### config.mk
export PLATFORM = sky130hd
export DESIGN_NAME = asram_pair_ctrl
export DESIGN_NICKNAME = d
export VERILOG_FILES = /design/src/rtl/asram_pkg.sv /design/src/rtl/asram_lane_map.sv /design/src/rtl/asram_bus_guard.sv /design/src/rtl/asram_half_lane.sv /design/src/rtl/asram_seq.sv /design/src/rtl/asram_pair_ctrl.sv
export SDC_FILE = /design/constraint.sdc
export NUM_CORES = 1
export LEC_CHECK = 0
export BUFFER_PORTS_ARGS = -buffer_cell sky130_fd_sc_hd__buf_2
export CAP_MARGIN = 25
export CORE_MARGIN = 2
export CORE_UTILIZATION = 53
export DETAILED_ROUTE_END_ITERATION = 6
export GPL_ROUTABILITY_DRIVEN = 0
export GPL_TIMING_DRIVEN = 0
export PLACE_DENSITY = 0.95
export SLEW_MARGIN = 20
export SYNTH_ARGS = -nofsm -noshare
export SYNTH_HDL_FRONTEND = slang
export SYNTH_HIERARCHICAL = 1
export SYNTH_SLANG_ARGS = --single-unit
### constraint.sdc
create_clock -name clk_i -period 4.3 [get_ports clk_i]
set_clock_uncertainty 0.2 [all_clocks]
set_input_delay 0.645 -clock clk_i [delete_from_list [all_inputs] [get_ports clk_i]]
set_output_delay 0.645 -clock clk_i [all_outputs]
set_load 0.005 [all_outputs]
### src/rtl/asram_pkg.sv
package asram_pkg;

  localparam int N_HALF = 2;

  typedef enum logic [2:0] {
    ST_IDLE,
    ST_RD,
    ST_WAIT,
    ST_WR,
    ST_WHOLD
  } seq_state_e;

  function automatic int cdiv(int a, int b);
    return (a + b - 1) / b;
  endfunction

  function automatic int imax(int a, int b);
    return (a > b) ? a : b;
  endfunction

  // cycle time and address access time equal the grade
  function automatic int cyc_ps(int g);
    return g * 1000;
  endfunction

  function automatic int wpulse_ps(int g);
    case (g)
      20:      return 17000;
      35:      return 25000;
      default: return 20000;
    endcase
  endfunction

  function automatic int release_ps(int g);
    case (g)
      20:      return 12000;
      35:      return 20000;
      default: return 15000;
    endcase
  endfunction

endpackage

### src/rtl/asram_lane_map.sv
module asram_lane_map #(
  parameter int ROW_W  = 18,
  parameter int HALF_W = 16
) (
  input  logic                mode16_i,
  input  logic [ROW_W:0]      addr_i,
  input  logic [1:0]          half_en_i,
  input  logic [2*HALF_W-1:0] wdata_i,
  output logic [1:0]          sel_o,
  output logic [ROW_W-1:0]    row_o,
  output logic [2*HALF_W-1:0] lane_o
);

  always_comb begin
    row_o = addr_i[ROW_W-1:0];
    if (mode16_i) begin
      sel_o  = addr_i[ROW_W] ? 2'b10 : 2'b01;
      lane_o = {2{wdata_i[HALF_W-1:0]}};
    end else begin
      sel_o  = half_en_i;
      lane_o = wdata_i;
    end
  end

endmodule

### src/rtl/asram_bus_guard.sv
module asram_bus_guard #(
  parameter int TURN_CYC = 4
) (
  input  logic clk_i,
  input  logic rst_ni,
  input  logic rd_act_i,
  output logic free_next_o
);

  localparam int CW = $clog2(TURN_CYC + 1);

  logic [CW-1:0] rel_q;

  always_ff @(posedge clk_i or negedge rst_ni) begin
    if (!rst_ni)           rel_q <= '0;
    else if (rd_act_i)     rel_q <= CW'(TURN_CYC);
    else if (rel_q != '0)  rel_q <= rel_q - 1'b1;
  end

  // look one cycle ahead: driver may start in the next cycle
  assign free_next_o = !rd_act_i && (rel_q <= CW'(1));

endmodule

### src/rtl/asram_half_lane.sv
module asram_half_lane #(
  parameter int HALF_W = 16
) (
  input  logic              clk_i,
  input  logic              rst_ni,
  input  logic              sel_i,
  input  logic              rd_act_i,
  input  logic              wr_act_i,
  input  logic              cap_i,
  input  logic [HALF_W-1:0] dq_i,
  output logic              cs_no,
  output logic              we_no,
  output logic [HALF_W-1:0] rdata_o
);

  assign cs_no = !(sel_i && (rd_act_i || wr_act_i));
  assign we_no = !(sel_i && wr_act_i);

  always_ff @(posedge clk_i or negedge rst_ni) begin
    if (!rst_ni)    rdata_o <= '0;
    else if (cap_i) rdata_o <= sel_i ? dq_i : '0;
  end

endmodule

### src/rtl/asram_seq.sv
module asram_seq
  import asram_pkg::*;
#(
  parameter int ROW_W    = 18,
  parameter int HALF_W   = 16,
  parameter int RD_CYC   = 7,
  parameter int WLOW_CYC = 6
) (
  input  logic                clk_i,
  input  logic                rst_ni,
  input  logic                req_i,
  input  logic                we_i,
  input  logic                mode16_i,
  input  logic [1:0]          sel_i,
  input  logic [ROW_W-1:0]    row_i,
  input  logic [2*HALF_W-1:0] lane_i,
  input  logic                free_next_i,
  output logic                rd_act_o,
  output logic                wr_act_o,
  output logic                drv_o,
  output logic                cap_o,
  output logic                ready_o,
  output logic [1:0]          sel_o,
  output logic [ROW_W-1:0]    row_o,
  output logic [2*HALF_W-1:0] lane_o,
  output logic                mode16_o
);

  localparam int CW = $clog2(imax(RD_CYC, WLOW_CYC) + 1);

  seq_state_e    state_q;
  logic [CW-1:0] cnt_q;

  always_ff @(posedge clk_i or negedge rst_ni) begin
    if (!rst_ni) begin
      state_q  <= ST_IDLE;
      cnt_q    <= '0;
      ready_o  <= 1'b0;
      sel_o    <= '0;
      row_o    <= '0;
      lane_o   <= '0;
      mode16_o <= 1'b0;
    end else begin
      ready_o <= 1'b0;
      unique case (state_q)
        ST_IDLE: begin
          if (req_i) begin
            sel_o    <= sel_i;
            row_o    <= row_i;
            lane_o   <= lane_i;
            mode16_o <= mode16_i;
            if (!we_i) begin
              state_q <= ST_RD;
              cnt_q   <= CW'(RD_CYC - 1);
            end else if (free_next_i) begin
              state_q <= ST_WR;
              cnt_q   <= CW'(WLOW_CYC - 1);
            end else begin
              state_q <= ST_WAIT;
            end
          end
        end
        ST_RD: begin
          if (cnt_q == '0) begin
            state_q <= ST_IDLE;
            ready_o <= 1'b1;
          end else begin
            cnt_q <= cnt_q - 1'b1;
          end
        end
        ST_WAIT: begin
          if (free_next_i) begin
            state_q <= ST_WR;
            cnt_q   <= CW'(WLOW_CYC - 1);
          end
        end
        ST_WR: begin
          if (cnt_q == '0) state_q <= ST_WHOLD;
          else             cnt_q   <= cnt_q - 1'b1;
        end
        ST_WHOLD: begin
          state_q <= ST_IDLE;
          ready_o <= 1'b1;
        end
        default: state_q <= ST_IDLE;
      endcase
    end
  end

  assign rd_act_o = (state_q == ST_RD);
  assign wr_act_o = (state_q == ST_WR);
  assign drv_o    = (state_q == ST_WR) || (state_q == ST_WHOLD);
  assign cap_o    = (state_q == ST_RD) && (cnt_q == '0);

endmodule

### src/rtl/asram_pair_ctrl.sv
module asram_pair_ctrl
  import asram_pkg::*;
#(
  parameter int ROW_W    = 18,
  parameter int HALF_W   = 16,
  parameter int CLK_PS   = 4000,
  parameter int GRADE_NS = 25
) (
  input  logic                clk_i,
  input  logic                rst_ni,
  input  logic                req_i,
  input  logic                we_i,
  input  logic                mode16_i,
  input  logic [ROW_W:0]      addr_i,
  input  logic [1:0]          half_en_i,
  input  logic [2*HALF_W-1:0] wdata_i,
  output logic                ready_o,
  output logic [2*HALF_W-1:0] rdata_o,
  output logic [ROW_W-1:0]    mem_addr_o,
  output logic [1:0]          mem_cs_no,
  output logic [1:0]          mem_we_no,
  output logic                mem_oe_no,
  output logic [2*HALF_W-1:0] mem_dq_o,
  output logic                mem_dq_oe_o,
  input  logic [2*HALF_W-1:0] mem_dq_i
);

  localparam int DW       = N_HALF * HALF_W;
  localparam int RD_CYC   = cdiv(cyc_ps(GRADE_NS), CLK_PS);
  localparam int WP_CYC   = cdiv(wpulse_ps(GRADE_NS), CLK_PS);
  localparam int WLOW_CYC = imax(WP_CYC, RD_CYC - 1);
  localparam int TURN_CYC = imax(1, cdiv(release_ps(GRADE_NS), CLK_PS));

  logic [1:0]       sel_d, sel_q;
  logic [ROW_W-1:0] row_d;
  logic [DW-1:0]    lane_d, lane_q;
  logic             rd_act, wr_act, drv, cap, free_next, mode16_q;
  logic [DW-1:0]    raw_rd;

  asram_lane_map #(.ROW_W(ROW_W), .HALF_W(HALF_W)) i_map (
    .mode16_i (mode16_i),
    .addr_i   (addr_i),
    .half_en_i(half_en_i),
    .wdata_i  (wdata_i),
    .sel_o    (sel_d),
    .row_o    (row_d),
    .lane_o   (lane_d)
  );

  asram_seq #(
    .ROW_W(ROW_W), .HALF_W(HALF_W), .RD_CYC(RD_CYC), .WLOW_CYC(WLOW_CYC)
  ) i_seq (
    .clk_i      (clk_i),
    .rst_ni     (rst_ni),
    .req_i      (req_i),
    .we_i       (we_i),
    .mode16_i   (mode16_i),
    .sel_i      (sel_d),
    .row_i      (row_d),
    .lane_i     (lane_d),
    .free_next_i(free_next),
    .rd_act_o   (rd_act),
    .wr_act_o   (wr_act),
    .drv_o      (drv),
    .cap_o      (cap),
    .ready_o    (ready_o),
    .sel_o      (sel_q),
    .row_o      (mem_addr_o),
    .lane_o     (lane_q),
    .mode16_o   (mode16_q)
  );

  asram_bus_guard #(.TURN_CYC(TURN_CYC)) i_guard (
    .clk_i      (clk_i),
    .rst_ni     (rst_ni),
    .rd_act_i   (rd_act),
    .free_next_o(free_next)
  );

  for (genvar h = 0; h < N_HALF; h++) begin : g_half
    asram_half_lane #(.HALF_W(HALF_W)) i_lane (
      .clk_i   (clk_i),
      .rst_ni  (rst_ni),
      .sel_i   (sel_q[h]),
      .rd_act_i(rd_act),
      .wr_act_i(wr_act),
      .cap_i   (cap),
      .dq_i    (mem_dq_i[h*HALF_W +: HALF_W]),
      .cs_no   (mem_cs_no[h]),
      .we_no   (mem_we_no[h]),
      .rdata_o (raw_rd[h*HALF_W +: HALF_W])
    );
  end

  assign mem_oe_no   = !rd_act;
  assign mem_dq_o    = lane_q;
  assign mem_dq_oe_o = drv;

  // unselected half captures zero, so OR folds the chosen half down
  assign rdata_o = mode16_q
                 ? {{HALF_W{1'b0}}, raw_rd[HALF_W-1:0] | raw_rd[DW-1:HALF_W]}
                 : raw_rd;

endmodule

==> summary.md <==
| Metric | Value |
|---|---|
| Peak VDD IR | `0.3649 mV` |
| Vias per inst | `5.207` |
| Fillers | `661` |
| CTS Buffer Depth | `2` |
| Cell Area, Synth | `0.004767 sq mm` |
| Unrepaired setup endpoints after global routing | `no` |
| Worst hold path class | `primary input to asynchronous set/reset pin` |
| Nets | `689` |
| Setup crit start kind | `register` |
| Routed len/inst | `16.48 microns` |
| R2r endpoint | `i_seq/cnt_q[0]` |
| Largest family of logic cells by synthesized area | `multiplexers` |
| Synth Area in XOR/XNOR | `0%` |
| Die H | `98.84 microns` |
| Fin. Hold Viols | `0` |
| Post-synth ARST share | `100.0%` |
| Final period util | `65.11%` |
| Most frequent cells in the layout | `buf_2, dfrtp_1, mux2_2, buf_4, inv_1` |
| Leakage Power | `3.086 nW` |
| Global-route wire length before repair | `18.77 mm` |
| Clk root buf | `clkbuf_8` |
| Via count | `3,681` |
| Commonest non-fill, non-tap cell in the layout | `buf_2` |
| Core Footprint | `0.008721 sq mm` |
| Final WL | `11.65 mm` |
| Slowest-stage cell, CP | `nor2_1` |
| Post-synthesis area per instance | `11.30 sq um` |
| R2R Setup Slk | `1680 ps` |
| Fmax | `0.3572 GHz` |
| # diodes | `0` |
| 1st-iter DRT viols | `113` |
| Post-DRT Antenna Nets | `0` |
| H-Tree Depth | `3` |
| Outcome | `completed` |
| Drt drc | `0` |
| Sequential area share after synthesis | `49.87%` |
| Pin count of the biggest net entering global routing | `51` |
| DP HPWL | `8.992 mm` |
| Setup bufs post-CTS | `0` |
| Setup_tns | `0 ps` |
| PwrDens | `682.1 mW/mm^2` |
| Area share of and/or/nand/nor cells after synthesis | `9.501%` |
| Vias in the first global route | `3,892` |
| Post-synth top flop | `dfrtp_1` |
| Max cap viols | `0` |
| Worst Path Arrival | `1950 ps` |
| Netlist cell types | `37` |
| All-Layer GR Usage | `24.17%` |
| CP top delay family | `simple AND/OR/NAND/NOR gates` |
| Starting density of the core | `54.66%` |
| Tmin final | `2800 ps` |
| Worst Reg-to-Reg Cells | `8` |
| CTS tree | `done` |
| Mapped Cells | `422` |
| Syn nets | `517` |
| Final setup viols | `0` |
| DIE AREA | `0.009769 sq mm` |
| Synth Register Bits | `95` |
| Slew @ Worst Pin | `686.7 ps` |
| Antenna violations before repair | `0` |
| Hold slack | `17.49 ps` |
| Site Rows | `34` |
| Worst path bufs/invs | `3` |
| R2r startpoint | `i_seq/state_q[2]` |
| YS warnings | `6` |
| P&R area growth vs syn | `25.17%` |
| Hold Buf Count CTS | `0` |
| Sink Count | `95` |
| Post-synthesis adder-cell area fraction | `1.312%` |
| Compound-Gate Fraction of Synth Area | `9.160%` |
| Layout cells sized above 1 | `52.25%` |
| Worst Path Required | `3450 ps` |
| Max FO, Critical Path | `10` |
| Clock-pin slew on the worst setup and hold paths | `100 ps` |
| Clock latency on the worst-skew pair | `340 ps` |
| Critical path depth | `6` |
| Multiplexer share of the synthesized area | `17.98%` |
| GRT overflow | `0` |
| DR pass1 iterations | `4` |
| Slew HR | `53.97%` |
| Cell breakdown of the critical path | `clkbuf_1 -> inv_1 -> nand2_1 -> nor2_1 -> o21ai_0 -> buf_2` |
| # IOs | `179` |
| IO buf count | `160` |
| Max stage delay on crit path | `440 ps` |
| CP Class | `register to primary output` |
| Resize count post-CTS | `0` |
| Final Slew Violations | `0` |
| Die W | `98.84 microns` |
| CTS Buf Count | `9` |
| Worst setup EP type | `primary output` |
| EDFF count, synth | `0` |
[how the worst max path moves through the flow]
stage,start,to
2_1_floorplan,i_seq/state_q[2],i_seq/cnt_q[0]
5_1_grt,i_seq/state_q[2],mem_cs_no[0]
4_1_cts,i_seq/state_q[2],mem_cs_no[0]
3_5_place_dp,i_seq/state_q[2],i_seq/cnt_q[0]
3_3_place_gp,rst_ni,g_half[1].i_lane/rdata_o[1]
6_report,i_seq/state_q[2],mem_cs_no[0]
[cell families after synthesis]
family          Yosys count
buf+inv                  99
flops                    95
compound gates           70
fa+ha+maj                 5
mux                      73
simple gates             80
[worst register-to-register path: stages, from the launching register on]
cell and delay [ps]:
dfrtp_1 340, clkbuf_1 340, inv_1 160, nand2_1 150, nor2_1 150, nor3_1 530
o21ai_0 250, a211oi_1 290, o22a_1 160
[through the flow]
step | total power, W | worst slack [ps] | instances | cell area, sq um | util, %
after global placement | 0.003297 | 1520 | 690 | 5703 | 65.39
after CTS | 0.004104 | 1529 | 707 | 5967 | 68.42
after detailed placement | 0.003434 | 1771 | 691 | 5742 | 65.84
after global routing | 0.004362 | 1327 | 707 | 5967 | 68.42
after floorplan | 0.002639 | 2272 | 422 | 4767 | -
final | 0.004070 | 1500 | 707 | 5967 | 68.42
[final cells by class]
type / count / area, sq um / area share, %
clock buffers: 10 / 127.6 / 2.139
well taps: 108 / 135.1 / 2.265
multi-input cells: 228 / 1814 / 30.40
flip-flops and latches: 95 / 2377 / 39.84
plain buffers: 57 / 422.9 / 7.087
clock inverters: 6 / 97.59 / 1.636
repair buffers: 161 / 834.6 / 13.99
inverters: 42 / 157.7 / 2.642
[power by group]
part	switching [W]	leakage (nW)	total (W)	internal, W
clock	0.000324	0.114	0.000663	0.000339
combinational	0.000833	1.83	0.00178	0.000948
sequential	0.000285	1.14	0.00163	0.00134
total	0.00144	3.09	0.00407	0.00263
[flip-flops by register name, summed over array words and instances, names as in the netlist]
| name | flops |
|---|---|
| i_seq/ready_o | 1 |
| i_seq/mode16_o | 1 |
| i_seq/lane_o | 32 |
| i_seq/sel_o | 2 |
| i_seq/cnt_q | 3 |
| i_seq/row_o | 18 |
| i_seq/state_q | 3 |
| g_half.i_lane/rdata_o | 32 |
| i_guard/rel_q | 3 |
[Yosys cell counts, types with 4 or more instances]
library cell / n / area share (%)
o21ai_0: 35 / 3.7
inv_1: 42 / 3.3
a21oi_1: 4 / 0.42
nand2_1: 4 / 0.31
mux2_4: 10 / 3.1
nor2b_1: 18 / 2.4
nor2_1: 10 / 0.79
a21o_1: 17 / 2.7
nor3_1: 5 / 0.52
buf_4: 42 / 6.6
mux2_2: 61 / 14
buf_2: 10 / 1.0
ha_1: 5 / 1.3
nand3_1: 32 / 3.4
dfrtp_1: 95 / 50
[routing by layer]
| layer | global-route usage, % | part of all wire (%) | vias up |
|---|---|---|---|
| met5 | 0 | 0 | - |
| met4 | 9.378 | 2.0 | 0 |
| met3 | 4.043 | 4.7 | 16 |
| met2 | 43.45 | 54 | 127 |
| met1 | 28.84 | 39 | 1804 |
| li1 | - | - | 1734 |
Note: power is estimated with default switching activity, not from simulation.
